$ cat src/rtl/sar_seq_pkg.sv
package sar_seq_pkg;

  // Coarse phase of the conversion cycle, decoded from the period number
  typedef enum logic [1:0] {
    PH_OPEN = 2'd0,  // period 1: tracking restarts, code published
    PH_PARK = 2'd1,  // period 2: possible stall point
    PH_TRK  = 2'd2,  // remaining tracking periods
    PH_HOLD = 2'd3   // one result bit per period
  } seq_phase_e;

  function automatic seq_phase_e phase_of(input int unsigned period,
                                          input int unsigned track_periods);
    if (period == 1)                 return PH_OPEN;
    else if (period == 2)            return PH_PARK;
    else if (period <= track_periods) return PH_TRK;
    else                             return PH_HOLD;
  endfunction

endpackage

$ cat src/rtl/sar_period_ctrl.sv
module sar_period_ctrl #(
  parameter int NUM_PERIODS = 13,
  localparam int PW = $clog2(NUM_PERIODS + 1)
) (
  input  logic          clk,
  input  logic          rst_n,
  input  logic          start_n,
  output logic [PW-1:0] period_q,
  output logic          leave_park
);

  localparam logic [PW-1:0] P_OPEN = PW'(1);
  localparam logic [PW-1:0] P_PARK = PW'(2);
  localparam logic [PW-1:0] P_LAST = PW'(NUM_PERIODS);

  logic [PW-1:0] period_d;
  logic          period_en;
  logic          pend_q, pend_d;

  always_comb begin
    leave_park = (period_q == P_PARK) && (!start_n || pend_q);
    period_d   = period_q;
    period_en  = 1'b1;
    pend_d     = pend_q;

    if (period_q == P_LAST) begin
      period_d = P_OPEN;
    end else if (period_q == P_PARK) begin
      period_en = leave_park;
      period_d  = P_PARK + PW'(1);
      pend_d    = 1'b0;
    end else begin
      period_d = period_q + PW'(1);
    end

    // start taken at the close of period 1 is carried through period 2
    if ((period_q == P_OPEN) && !start_n) pend_d = 1'b1;
  end

  always_ff @(posedge clk or negedge rst_n) begin
    if (!rst_n) begin
      period_q <= P_PARK;
      pend_q   <= 1'b0;
    end else begin
      if (period_en) period_q <= period_d;
      pend_q <= pend_d;
    end
  end

endmodule

$ cat src/rtl/sar_bit_engine.sv
module sar_bit_engine #(
  parameter int RES_BITS      = 10,
  parameter int TRACK_PERIODS = 3,
  localparam int NUM_PERIODS  = TRACK_PERIODS + RES_BITS,
  localparam int PW           = $clog2(NUM_PERIODS + 1)
) (
  input  logic                clk,
  input  logic                rst_n,
  input  logic [PW-1:0]       period_i,
  input  logic                cmp_ge,
  output logic [RES_BITS-1:0] trial_q,
  output logic [RES_BITS-1:0] result_q
);

  import sar_seq_pkg::*;

  localparam logic [PW-1:0] P_SEED = PW'(TRACK_PERIODS);
  localparam logic [PW-1:0] P_LAST = PW'(NUM_PERIODS);

  seq_phase_e          phase;
  int                  bit_pos;
  logic [RES_BITS-1:0] decided;
  logic [RES_BITS-1:0] trial_d;
  logic                trial_en;
  logic                result_en;

  assign phase   = phase_of(int'(period_i), TRACK_PERIODS);
  // period TRACK_PERIODS+1 resolves the top bit, the last period bit 0
  assign bit_pos = NUM_PERIODS - int'(period_i);

  for (genvar b = 0; b < RES_BITS; b++) begin : g_bit
    always_comb begin
      if (b == bit_pos)          decided[b] = cmp_ge;
      else if (b + 1 == bit_pos) decided[b] = 1'b1;
      else                       decided[b] = trial_q[b];
    end
  end

  always_comb begin
    trial_d   = trial_q;
    trial_en  = 1'b0;
    result_en = 1'b0;
    if (period_i == P_SEED) begin
      trial_d  = {1'b1, {(RES_BITS-1){1'b0}}};
      trial_en = 1'b1;
    end else if (phase == PH_HOLD) begin
      trial_d   = decided;
      trial_en  = 1'b1;
      result_en = (period_i == P_LAST);
    end
  end

  always_ff @(posedge clk or negedge rst_n) begin
    if (!rst_n) begin
      trial_q  <= '0;
      result_q <= '0;
    end else begin
      if (trial_en)  trial_q  <= trial_d;
      if (result_en) result_q <= decided;
    end
  end

endmodule

$ cat src/rtl/sar_ready_flag.sv
module sar_ready_flag #(
  parameter int NUM_PERIODS = 13,
  localparam int PW = $clog2(NUM_PERIODS + 1)
) (
  input  logic          clk,
  input  logic          rst_n,
  input  logic [PW-1:0] period_i,
  input  logic          start_n,
  input  logic          leave_park,
  input  logic          rdy_clr_n,
  output logic          rdy_q
);

  localparam logic [PW-1:0] P_OPEN = PW'(1);
  localparam logic [PW-1:0] P_PARK = PW'(2);
  localparam logic [PW-1:0] P_LAST = PW'(NUM_PERIODS);

  logic rdy_d;

  always_comb begin
    if (!rdy_clr_n)                              rdy_d = 1'b0;
    else if (period_i == P_LAST)                 rdy_d = 1'b1;
    else if ((period_i == P_OPEN) && !start_n)   rdy_d = 1'b0;
    else if ((period_i == P_PARK) && leave_park) rdy_d = 1'b0;
    else                                         rdy_d = rdy_q;
  end

  always_ff @(posedge clk or negedge rst_n) begin
    if (!rst_n) rdy_q <= 1'b0;
    else        rdy_q <= rdy_d;
  end

endmodule

$ cat src/rtl/sar_cycle_seq.sv
module sar_cycle_seq #(
  parameter int  RES_BITS      = 10,
  parameter int  TRACK_PERIODS = 3,
  localparam int NUM_PERIODS   = TRACK_PERIODS + RES_BITS,
  localparam int PW            = $clog2(NUM_PERIODS + 1)
) (
  input  logic                clk,
  input  logic                rst_n,
  input  logic                start_n,
  input  logic                rdy_clr_n,
  input  logic                cmp_ge,
  output logic                track_o,
  output logic [RES_BITS-1:0] trial_code_o,
  output logic [PW-1:0]       period_o,
  output logic [RES_BITS-1:0] result_o,
  output logic                rdy_o
);

  import sar_seq_pkg::*;

  logic [PW-1:0] period;
  logic          leave_park;
  seq_phase_e    phase;

  sar_period_ctrl #(.NUM_PERIODS(NUM_PERIODS)) u_period (
    .clk        (clk),
    .rst_n      (rst_n),
    .start_n    (start_n),
    .period_q   (period),
    .leave_park (leave_park)
  );

  sar_bit_engine #(.RES_BITS(RES_BITS), .TRACK_PERIODS(TRACK_PERIODS)) u_bits (
    .clk      (clk),
    .rst_n    (rst_n),
    .period_i (period),
    .cmp_ge   (cmp_ge),
    .trial_q  (trial_code_o),
    .result_q (result_o)
  );

  sar_ready_flag #(.NUM_PERIODS(NUM_PERIODS)) u_rdy (
    .clk        (clk),
    .rst_n      (rst_n),
    .period_i   (period),
    .start_n    (start_n),
    .leave_park (leave_park),
    .rdy_clr_n  (rdy_clr_n),
    .rdy_q      (rdy_o)
  );

  assign phase    = phase_of(int'(period), TRACK_PERIODS);
  assign track_o  = (phase != PH_HOLD);
  assign period_o = period;

endmodule

$ cat config.mk
export PLATFORM = sky130hd
export DESIGN_NAME = sar_cycle_seq
export DESIGN_NICKNAME = d
export VERILOG_FILES = /design/src/rtl/sar_seq_pkg.sv /design/src/rtl/sar_period_ctrl.sv /design/src/rtl/sar_bit_engine.sv /design/src/rtl/sar_ready_flag.sv /design/src/rtl/sar_cycle_seq.sv
export SDC_FILE = /design/constraint.sdc
export NUM_CORES = 1
export LEC_CHECK = 0
export BUFFER_PORTS_ARGS = -buffer_cell sky130_fd_sc_hd__buf_2
export CORE_MARGIN = 3
export CORE_UTILIZATION = 60
export CTS_BUF_LIST = sky130_fd_sc_hd__clkbuf_4 sky130_fd_sc_hd__clkbuf_8
export CTS_CLUSTER_SIZE = 10
export DETAILED_ROUTE_END_ITERATION = 8
export HOLD_SLACK_MARGIN = 0.15
export PLACE_DENSITY_LB_ADDON = 0.08
export RECOVER_POWER = 50
export SLEW_MARGIN = 25
export SYNTH_ARGS = -nofsm -noshare
export SYNTH_HDL_FRONTEND = slang
export SYNTH_SLANG_ARGS = --single-unit
$ cat constraint.sdc
create_clock -name clk -period 4.85 [get_ports clk]
set_input_delay 0.485 -clock clk [delete_from_list [all_inputs] [get_ports clk]]
set_output_delay 0.485 -clock clk [all_outputs]
set_load 0.005 [all_outputs]
==> results by group, run 1 <==
Yosys
  – Yosys cell types: 39
  – Dominant synthesized flop cell: dfrtp_1
  – Synth area leaders: dfrtp_1, ha_1, nor2_1, o31ai_1, a21oi_1
  – Post-Syn Nets: 173
  – Post-Synthesis Cells: 161
  – Register area share after synthesis: 0.432
  – Flops & latches, synth: 26
  – Total of warnings raised by yosys: 0
  – Mean Syn Cell Area: 9.37 um2
  – Share of the synthesized area in the top cell type: 0.415
  – Synth area leader: dfrtp_1
  – Number of synthesized flops with an enable pin: 0
  – Async SR Flop Fraction: 1.00
  – Synth Cell Area: 1510 um2

Cells and area
  – # diodes: 0
  – Register area: about 650 um2
  – Layout cells sized above 1: 0.209
  – Area of the multi-input gates: 782 um2
  – Final instance area: approximately 1700 um2
  – Post-route insts no fill: 215
  – Fillers: 178
  – Post-layout net count: 200
  – Layout area overhead: 11.4%

Clock tree
  – Reg clk slew, reported paths: 0.15 ns
  – CTS Root Cell: clkbuf_4
  – CTS Hold Bufs: 1
  – Post-CTS Resized: 0
  – CTS H-Tree Depth: 1
  – Max Buffers Root-to-Sink: 2
  – Latest clock arrival within the worst-skew pair: 0.34 ns
  – CTS Buf Count: 3
  – CTS tree: done
  – CTS Sinks: 26
  – Post-CTS setup buffer count: 0

Timing
  – Worst-margin pin slew: 1.42 ns
  – RSZ-0062 raised after global routing: no
  – Top achievable clock speed: 448 MHz
  – Clock skew: a little under 0.005 ns
  – TNS Setup: 0 ns
  – Hold Violations, Final: 0
  – Max-slew violations: 0
  – Max-slew headroom: 0.0534
  – Tmin final: around 2.2 ns
  – Final period util: 0.460
  – Setup WS post-layout: 2.62 ns
  – Final Setup Violations: 0

Pwr
  – Tot Pwr: 1240 uW
  – Lkg Pwr: 0.000770 uW
  – Combinational Power Share: 0.575
  – Sequential power share: 0.332
  – VDD IR max: 470 uV
  – Power density over the cells: 737 nW/um2
  – Sw frac: 0.476
  – Clock share of power: 0.094
  – P_sw: between 500 and 600 uW
  – Int Power: 649 uW

Setup path
  – RR Startpoint: u_period.period_q[1]
  – Worst EP required: between 4 and 5 ns
  – Element type at the critical path end: output pin
  – CP Max Fanout: 11
  – Critical path type: reg -> out
  – CP cell instances: or2_2 -> clkinv_1 -> buf_2
  – Worst r2r path cells: 5
  – Capturing point of the worst reg2reg path: u_bits.trial_q[8]
  – Crit-path leading delay family: flip-flops
  – WP buf/inv: 2
  – Critical Path AT: between 1.5 and 2 ns
  – Reg2reg setup slack: 2.63 ns
  – Type of origin of the critical path: flop
  – CP max stage cell: dfrtp_1
  – CP max stage delay: 0.57 ns

Place
  – Pre-CTS setup slack: 2.68 ns
  – Placed instance count: 210
  – DP HPWL: 2.51 mm
  – Routability congestion estimate from global placement: 0.899
  – Buffers on Ports: 30
  – DP Area: 1650 um2

Global route
  – Vias in the first global route: roughly 1400
  – Global-route wire length before repair: 6.02 mm
  – GRT overflow: 0
  – Global route hottest layer: met2
  – Largest net degree at the start of global routing: 27
  – Met3 Use GR: 0.0394
  – Met2 GRT Util: 0.407
  – GRT Util Overall: 0.238
  – Met1 Use GR: 0.299
  – Antenna violations before repair: 0

Detailed routing
  – Final wirelength: 3.55 mm
  – 1st-iter DRT viols: 38
  – Vias: 1361
  – Remaining DRCs: 0
  – Post-route ant nets: 0
  – Drt via density: 6.33
  – Drt pass-1 iters: 4
  – DR WL/cell: 16.5 um

Die
  – Ports: 31
  – Die height: 56.2 um
  – Site Rows: 17
  – Core box area: 2300 um2
  – Die W: 56.2 um
  – Die area: 3150 um2
  – Initial Util: 0.657

Job
  – Max-cap violations: 0

Outcome
  – Outcome: finished, final reports clean

Min path
  – Hold_sp: rdy_clr_n
  – Hold Path Class: in -> reg
  – Hold EP: u_rdy.rdy_q
  – Cells on Worst Hold Path: 2
[worst reg2reg max path, stage by stage (launching register included)]
cell and delay (ns):
dfstp_2 0.62, inv_1 0.12, ha_1 0.58, inv_1 0.30, a31o_1 0.26, a32o_1 0.25
[flip-flops by register name (all words and copies together), names as in the netlist]
signal,count
u_bits.result_q,10
u_rdy.rdy_q,1
u_bits.trial_q,10
u_period.period_q,4
u_period.pend_q,1
[how the worst max path moves through the flow]
stage	slack [ns]	from	endpoint	depth (start not counted)
floorplan	3.00	u_period.period_q[1]	u_bits.trial_q[8]	6
global placement	2.77	u_period.period_q[1]	u_bits.trial_q[8]	5
detailed placement	2.68	u_period.period_q[1]	u_bits.trial_q[8]	5
CTS	2.64	u_period.period_q[1]	u_bits.trial_q[8]	5
global route	2.45	u_period.period_q[1]	u_bits.result_q[9]	5
finish	2.62	u_period.period_q[2]	track_o	3
[power groups by stage]
stage                     Clock, uW  Combinational [uW]  Sequential, uW
after CTS                       116                 714             408
final                           116                 712             411
after floorplan                   0                 515             398
after detailed placement          0                 709             412
after global placement            0                 688             403
after global routing            126                 794             425
[layer usage]
metal,vias to the layer above,part of all wire
met5,-,0
met4,0,0.014
met3,6,0.058
met2,44,0.49
met1,670,0.43
li1,641,-
[layout by cell type, fill, tap and decap left out, types with 5 or more instances in the layout]
master,instances
o31ai_1,7
nor2_1,14
ha_1,7
a31oi_1,8
a21oi_1,10
nand2_1,11
nand3_1,6
buf_2,22
nor3_1,5
clkbuf_1,8
inv_1,6
o21ai_0,7
dfrtp_1,25
a211oi_1,6
[logic make-up (layout without fill, tap and decap cells)]
kind of cell    Yosys count  in the layout  share of synthesized area
flops                    26             26                      0.432
simple gates             59             59                      0.210
fa+ha+maj                 7              7                     0.0580
mux                       1              1                    0.00746
buf+inv                  16             42                     0.0497
xor+xnor                  1              1                    0.00581
compound gates           51             51                      0.237
[cell usage after synthesis, types with 2 or more instances]
library cell	instances
nand2_1	11
and3_4	2
clkbuf_1	6
nor3_1	5
o31ai_1	7
a31oi_1	8
or2_2	4
a32o_1	2
ha_1	7
nor2_1	14
a211oi_1	6
buf_6	2
nor2b_1	3
and3_1	3
o21ai_0	7
a21oi_1	10
nand2b_1	3
nand3_1	6
inv_1	6
a221oi_1	3
dfrtp_1	25
and2_1	4
[layout make-up]
class / count / area share
timing repair buffer: 31 / 0.0893
sequential: 26 / 0.388
clock buffer: 4 / 0.0216
tap: 28 / 0.0208
multi-input combinational: 119 / 0.465
inverter: 7 / 0.0156
[metrics by stage]
step           hold slack, ns   util
6_report                0.380  0.732
3_3_place_gp            0.459  0.716
5_1_grt                 0.392  0.732
2_1_floorplan           0.189      -
3_5_place_dp            0.461  0.716
4_1_cts                 0.388  0.736
Power figures use the tool's default switching activity.
==> run 2: changes to the inputs <==
--- a/config.mk
+++ b/config.mk
@@ -6,8 +6,9 @@
 export NUM_CORES = 1
 export LEC_CHECK = 0
 export BUFFER_PORTS_ARGS = -buffer_cell sky130_fd_sc_hd__buf_2
+export CORE_ASPECT_RATIO = 2
 export CORE_MARGIN = 3
-export CORE_UTILIZATION = 60
+export CORE_UTILIZATION = 51
 export CTS_BUF_LIST = sky130_fd_sc_hd__clkbuf_4 sky130_fd_sc_hd__clkbuf_8
 export CTS_CLUSTER_SIZE = 10
 export DETAILED_ROUTE_END_ITERATION = 8
==> constraint.sdc (replaced) <==
create_clock -name clk -period 2 [get_ports clk]
set_input_delay 0.2 -clock clk [delete_from_list [all_inputs] [get_ports clk]]
set_output_delay 0.2 -clock clk [all_outputs]
set_load 0.005 [all_outputs]
==> results by group, run 2 (synthesized netlist as in run 1, its figures left out) <==
Pwr
  – VDD IR max: 1070 uV (was 470 uV)
  – Power density over the cells: 1890 nW/um2 (was 737 nW/um2)
  – Lkg Pwr: 0.000836 uW (was 0.000770 uW)

Global route
  – Vias in the first global route: 1387 (was 1353)
  – GRT Util Overall: 0.234 (was 0.238)
  – GRT overflow: 0 (unchanged)
  – Global-route wire length before repair: 6.64 mm (was 6.02 mm)
  – Largest net degree at the start of global routing: 27 (unchanged)
  – Antenna violations before repair: 0 (unchanged)

Timing
  – Hold Violations, Final: 0 (unchanged)
  – TNS Setup: 0 ns (unchanged)
  – Top achievable clock speed: approximately 520 MHz
  – Max-slew violations: 0 (unchanged)
  – Final period util: 0.957
  – Clock skew: 0.00567 ns (was 0.00493 ns)
  – Worst-margin pin slew: 1.40 ns (was 1.42 ns)
  – Final Setup Violations: 0 (unchanged)
  – RSZ-0062 raised after global routing: yes (was no)
  – Tmin final: between 1.5 and 2 ns
  – Max-slew headroom: 0.0654 (was 0.0534)

Clock tree
  – CTS Sinks: 26 (unchanged)
  – Max Buffers Root-to-Sink: 2 (unchanged)
  – Reg clk slew, reported paths: 0.09 ns (was 0.15 ns)
  – CTS H-Tree Depth: 1 (unchanged)
  – CTS tree: done (unchanged)
  – Latest clock arrival within the worst-skew pair: 0.28 ns (was 0.34 ns)
  – CTS Buf Count: 3 (unchanged)
  – CTS Root Cell: clkbuf_8 (was clkbuf_4)

Die
  – Die W: 44.5 um (was 56.2 um)
  – Die height: 82.9 um (was 56.2 um)
  – Initial Util: 0.538 (was 0.657)
  – Die area: 3690 um2 (was 3150 um2)
  – Site Rows: 27 (was 17)
  – Core box area: 2800 um2 (was 2300 um2)
  – Ports: 31 (unchanged)

Place
  – DP Area: 1700 um2 (was 1650 um2)
  – Routability congestion estimate from global placement: 0.865 (was 0.899)
  – Placed instance count: 218 (was 210)
  – Buffers on Ports: 30 (unchanged)
  – DP HPWL: 2.83 mm (was 2.51 mm)

Cells and area
  – Largest registers: u_bits.result_q: 10 flops, u_bits.trial_q: 10 flops, u_period.period_q: 4 flops (unchanged)
  – Post-route insts no fill: 226 (was 215)
  – Commonest cells after routing, fill and taps aside: buf_2, dfrtp_1, nor2_1 (was dfrtp_1, buf_2, nor2_1)
  – Final core area utilization: 0.648 (was 0.732)
  – Layout area overhead: 20.5% (was 11.4%)
  – # diodes: 0 (unchanged)
  – Post-layout net count: 210 (was 200)
  – Area of the multi-input gates: 797 um2 (was 782 um2)
  – Commonest non-fill, non-tap cell in the layout: buf_2 (was dfrtp_1)
  – Fillers: 248 (was 178)
  – Final instance area: 1820 um2 (was 1680 um2)
  – Layout cells sized above 1: 0.289 (was 0.209)
  – Register area: 652 um2 (unchanged)

Detailed routing
  – Drt pass-1 iters: 4 (unchanged)
  – Drt via density: 6.09 (was 6.33)
  – Post-route ant nets: 0 (unchanged)
  – Final wirelength: 3.85 mm (was 3.55 mm)
  – Vias: 1377 (was 1361)
  – 1st-iter DRT viols: 33 (was 38)
  – DR WL/cell: 17.0 um (was 16.5 um)
  – Remaining DRCs: 0 (unchanged)

Setup path
  – Type of origin of the critical path: flop (unchanged)
  – Element type at the critical path end: flop (was output pin)
  – Reg2reg setup slack: 0.09 ns (was 2.63 ns)
  – Critical Path AT: 2.09 ns (was 1.75 ns)
  – RR Startpoint: u_period.period_q[1] (unchanged)
  – Critical path type: reg -> reg (was reg -> out)
  – Worst EP required: 2.17 ns (was 4.37 ns)
  – Capturing point of the worst reg2reg path: u_bits.trial_q[8] (unchanged)
  – CP Max Fanout: 7 (was 11)
  – Worst Setup SP: u_period.period_q[1] (was u_period.period_q[2])
  – Worst r2r path cells: 5 (unchanged)

Min path
  – Hold_sp: rdy_clr_n (unchanged)
  – Cells on Worst Hold Path: 2 (unchanged)
  – Hold Path Class: in -> reg (unchanged)
  – Hold EP: u_rdy.rdy_q (unchanged)

Job
  – Max-cap violations: 0 (unchanged)

Outcome
  – Outcome: finished, final reports clean (unchanged)
[run 2: cell count changes in the layout (fill, tap and decap cells not counted), moves of 2 or more]
cell and change:
buf_2 +4, buf_4 +9, clkbuf_1 -4, clkbuf_4 -3, clkbuf_8 +2, clkinvlp_4 +2, ha_1 -2
[run 2: where the power goes]
group          internal (uW)  switching, uW
clock                    268            176
combinational            881           1130
sequential               769            221
[run 2: repair_timing]
action	CTS	global route
hold buffers	1	0
gates resized for setup	0	5
endpoints found under the hold margin	25	0
buffers inserted	0	2
endpoints found under the setup margin	0	17
[run 2: metal layers]
layer,GRT usage,up-vias,share of wire
met2,0.401,45,0.55
met5,0,-,0
met1,0.278,670,0.40
met3,0.0325,8,0.038
li1,-,654,-
met4,0.0907,0,0.019
[run 2: worst max path at each step]
| stage | end | slack, ns | cells after the start |
|---|---|---|---|
| after CTS | u_bits.result_q[1] | 0.04 | 5 |
| after floorplan | u_bits.trial_q[8] | 0.15 | 6 |
| after global routing | u_bits.result_q[1] | 0.02 | 5 |
| after global placement | u_bits.trial_q[8] | 0.17 | 5 |
| final | u_bits.trial_q[8] | 0.09 | 5 |
| after detailed placement | u_bits.result_q[1] | 0.04 | 5 |
[run 2: through the flow]
step | setup WS (ns) | hold slack, ns | total power [uW]
final | 0.0862 | 0.155 | 3440
after global routing | 0.0179 | 0.172 | 3730
after CTS | 0.0364 | 0.154 | 3300
after detailed placement | 0.0364 | 0.233 | 2840
after global placement | 0.167 | 0.222 | 2790
after floorplan | 0.147 | -0.0956 | 2210
[run 2: worst max-delay path, stage by stage (launching register included)]
cell and delay, ns:
dfstp_2 0.61, inv_1 0.14, ha_2 0.23, or2_2 0.33
a31o_1 0.24, a32o_1 0.26
[run 2: layout make-up]
cell class / instances / share of cell area
Sequential cell: 26 / 0.359
Timing Repair inverter: 1 / 0.00275
Multi-Input combinational cell: 119 / 0.438
Timing Repair Buffer: 40 / 0.123
Tap cell: 29 / 0.0200
Clock inverter: 1 / 0.0165
Inverter: 7 / 0.0186
Clock buffer: 3 / 0.0227
==> run 3: changes to the inputs <==
--- a/config.mk
+++ b/config.mk
@@ -5,10 +5,12 @@
 export SDC_FILE = /design/constraint.sdc
 export NUM_CORES = 1
 export LEC_CHECK = 0
+export ABC_AREA = 1
+export ABC_CLOCK_PERIOD_IN_PS = 2000
 export BUFFER_PORTS_ARGS = -buffer_cell sky130_fd_sc_hd__buf_2
 export CORE_ASPECT_RATIO = 2
 export CORE_MARGIN = 3
-export CORE_UTILIZATION = 51
+export CORE_UTILIZATION = 50
 export CTS_BUF_LIST = sky130_fd_sc_hd__clkbuf_4 sky130_fd_sc_hd__clkbuf_8
 export CTS_CLUSTER_SIZE = 10
 export DETAILED_ROUTE_END_ITERATION = 8
==> results by group, run 3 <==
Detailed routing
  – Final wirelength: 3.17 mm (was 3.85 mm)
  – Drt via density: 5.05 (was 6.09)
  – 1st-iter DRT viols: 38 (was 33)
  – Remaining DRCs: 0 (unchanged)
  – DR WL/cell: 12.7 um (was 17.0 um)
  – Post-route ant nets: 0 (unchanged)
  – Vias: 1263 (was 1377)
  – Drt pass-1 iters: 4 (unchanged)

Setup path
  – CP max stage cell: dfstp_2 (unchanged)
  – Critical Path AT: 1.99 ns (was 2.09 ns)
  – CP Max Fanout: 7 (unchanged)
  – Worst EP required: 2.17 ns (about the same)
  – CP max stage delay: 0.60 ns (was 0.61 ns)
  – CP cell instances: inv_1 -> ha_1 -> inv_1 -> nand3_1 -> nor2_2 -> inv_1 -> nand2_1 -> nand3_1 -> nand2_1 -> inv_1 (was inv_1 -> ha_2 -> or2_2 -> a31o_1 -> a32o_1)
  – Cell repeated most along the worst path: inv_1
  – Crit-path leading delay family: flip-flops (unchanged)
  – RR Startpoint: u_period.period_q[1] (unchanged)
  – Capturing point of the worst reg2reg path: u_bits.trial_q[9] (was u_bits.trial_q[8])
  – Reg2reg setup slack: 0.18 ns (was 0.09 ns)
  – Type of origin of the critical path: flop (unchanged)
  – WP buf/inv: 4 (was 1)
  – Critical path type: reg -> reg (unchanged)
  – Worst r2r path cells: 10 (was 5)
  – Element type at the critical path end: flop (unchanged)

Global route
  – GRT overflow: 0 (unchanged)
  – Vias in the first global route: 1258 (was 1387)
  – Antenna violations before repair: 0 (unchanged)
  – Largest net degree at the start of global routing: 27 (unchanged)
  – Global-route wire length before repair: 5.38 mm (was 6.64 mm)
  – GRT Util Overall: 0.197 (was 0.234)

Die
  – Die height: 81.1 um (was 82.9 um)
  – Ports: 31 (unchanged)
  – Die area: 3530 um2 (was 3690 um2)
  – Core box area: 2640 um2 (was 2800 um2)
  – Site Rows: 26 (was 27)
  – Initial Util: 0.535 (was 0.538)
  – Die W: 43.6 um (was 44.5 um)

Min path
  – Hold EP: u_rdy.rdy_q (unchanged)
  – Hold_sp: rdy_clr_n (unchanged)
  – Hold Path Class: in -> reg (unchanged)
  – Cells on Worst Hold Path: 2 (unchanged)

Clock tree
  – Max Buffers Root-to-Sink: 2 (unchanged)
  – Latest clock arrival within the worst-skew pair: 0.27 ns (was 0.28 ns)
  – CTS H-Tree Depth: 1 (unchanged)
  – Reg clk slew, reported paths: 0.09 ns (about the same)
  – CTS Sinks: 26 (unchanged)
  – CTS tree: done (unchanged)
  – CTS Buf Count: 3 (unchanged)
  – CTS Root Cell: clkbuf_8 (unchanged)

Pwr
  – Power density over the cells: 1630 nW/um2 (was 1890 nW/um2)
  – VDD IR max: 1120 uV (was 1070 uV)
  – Lkg Pwr: 0.000955 uW (was 0.000836 uW)

Cells and area
  – Area of the multi-input gates: 674 um2 (was 797 um2)
  – Final instance area: 1680 um2 (was 1820 um2)
  – Post-layout net count: 235 (was 210)
  – Layout area overhead: 19.2% (was 20.5%)
  – Commonest cells after routing, fill and taps aside: nand2_1, nand3_1, buf_2 (was buf_2, dfrtp_1, nor2_1)
  – Register area: 652 um2 (unchanged)
  – # diodes: 0 (unchanged)
  – Fillers: 251 (was 248)
  – Final core area utilization: 0.638 (was 0.648)
  – Commonest non-fill, non-tap cell in the layout: nand2_1 (was buf_2)
  – Layout cells sized above 1: 0.185 (was 0.289)
  – Largest registers: u_bits.result_q: 10 flops, u_bits.trial_q: 10 flops, u_period.period_q: 4 flops (unchanged)

Yosys
  – Total of warnings raised by yosys: 0 (unchanged)
  – Synth Cell Area: 1410 um2 (was 1510 um2)
  – Number of synthesized flops with an enable pin: 0 (unchanged)
  – Post-Synthesis Cells: 184 (was 161)
  – Dominant synthesized flop cell: dfrtp_1 (unchanged)
  – Count leader, synth: nand2_1 (was dfrtp_1)
  – Async SR Flop Fraction: 1.00 (unchanged)
  – Post-synth top cells: nand2_1, nand3_1, dfrtp_1 (was dfrtp_1, nor2_1, nand2_1)
  – Mean Syn Cell Area: 7.66 um2 (was 9.37 um2)
  – Flops & latches, synth: 26 (unchanged)
  – Register area share after synthesis: 0.462 (was 0.432)
  – Synth area leader: dfrtp_1 (unchanged)
  – Synth area leaders: dfrtp_1, nand2_1, nand3_1, ha_1, inv_1 (was dfrtp_1, ha_1, nor2_1, o31ai_1, a21oi_1)
  – Share of the synthesized area in the top cell type: 0.444 (was 0.415)
  – Post-Syn Nets: 196 (was 173)
  – Yosys cell types: 19 (was 39)

Timing
  – Final period util: 0.908 (was 0.957)
  – Max-slew headroom: 0.0800 (was 0.0654)
  – RSZ-0062 raised after global routing: no (was yes)
  – Worst-margin pin slew: 1.38 ns (was 1.40 ns)
  – Final Setup Violations: 0 (unchanged)
  – Max-slew violations: 0 (unchanged)
  – Clock skew: 0.00275 ns (was 0.00567 ns)
  – Top achievable clock speed: 551 MHz (was 523 MHz)
  – TNS Setup: 0 ns (unchanged)
  – Hold Violations, Final: 0 (unchanged)
  – Tmin final: 1.82 ns (was 1.91 ns)

Place
  – Routability congestion estimate from global placement: 0.882 (was 0.865)
  – Buffers on Ports: 30 (unchanged)
  – DP HPWL: 2.46 mm (was 2.83 mm)
  – DP Area: 1610 um2 (was 1700 um2)

Outcome
  – Outcome: finished, final reports clean (unchanged)

Job
  – Max-cap violations: 0 (unchanged)
[run 3: cell count changes after synthesis, moves of 6 or more]
cell	change
a211oi_1	-6
a21oi_1	-10
a31oi_1	-8
inv_1	+11
nand2_1	+62
nand3_1	+23
o31ai_1	-7
[run 3: layout make-up]
cell class              count  area share
inverters                  19      0.0424
well taps                  28      0.0208
clock buffers               4      0.0328
repair buffers             36       0.115
flip-flops and latches     26       0.388
multi-input cells         137       0.401
[run 3: cells by family after synthesis]
group / Yosys count / share of synthesized area
AOI/OAI and AO/OA: 6 / 0.0328
xor gates and xnor gates: 2 / 0.0124
adders and majority gates: 7 / 0.0621
buffers and inverters: 21 / 0.0612
DFF: 26 / 0.462
and+or+nand+nor: 122 / 0.369
[run 3: worst max path at each step]
stage / depth (start not counted) / end / slack, ns / from
floorplan: 10 / u_bits.trial_q[9] / 0.31 / u_period.period_q[1]
finish: 10 / u_bits.trial_q[9] / 0.18 / u_period.period_q[1]
detailed placement: 10 / u_bits.trial_q[9] / 0.19 / u_period.period_q[1]
global placement: 10 / u_bits.result_q[9] / 0.27 / u_period.period_q[1]
CTS: 10 / u_bits.trial_q[9] / 0.16 / u_period.period_q[1]
global route: 10 / u_bits.trial_q[9] / 0.02 / u_period.period_q[1]
[run 3: where the power goes]
group	internal, uW	leakage [uW]	switching [uW]
Sequential	764	0.000323	181
Combinational	579	0.000604	870
Clock	176	0.0000288	162
Total	1520	0.000955	1210
[run 3: per-stage QoR]
step                hold slack, ns  setup WS [ns]  power [uW]  std cells
global route                 0.164         0.0236        3000        250
floorplan                  -0.0956          0.310        1880        184
global placement             0.214          0.269        2350        244
detailed placement           0.229          0.191        2400        244
finish                       0.170          0.184        2730        250
CTS                          0.166          0.161        2740        249
[run 3: timing repair]
item | in CTS | in global routing
hold buffers | 1 | 0
hold endpoints to repair | 25 | 0
setup endpoints to repair | 0 | 2
setup buffers | 0 | 1
gates resized for setup | 0 | 1
[run 3: metal layers]
metal,share of wire,global-route usage,wire [um],vias to the layer above
met5,0,0,0,-
li1,-,-,-,658
met4,0.013,0.0665,41,0
met1,0.41,0.223,1300,573
met2,0.54,0.367,1730,28
met3,0.033,0.0200,104,4
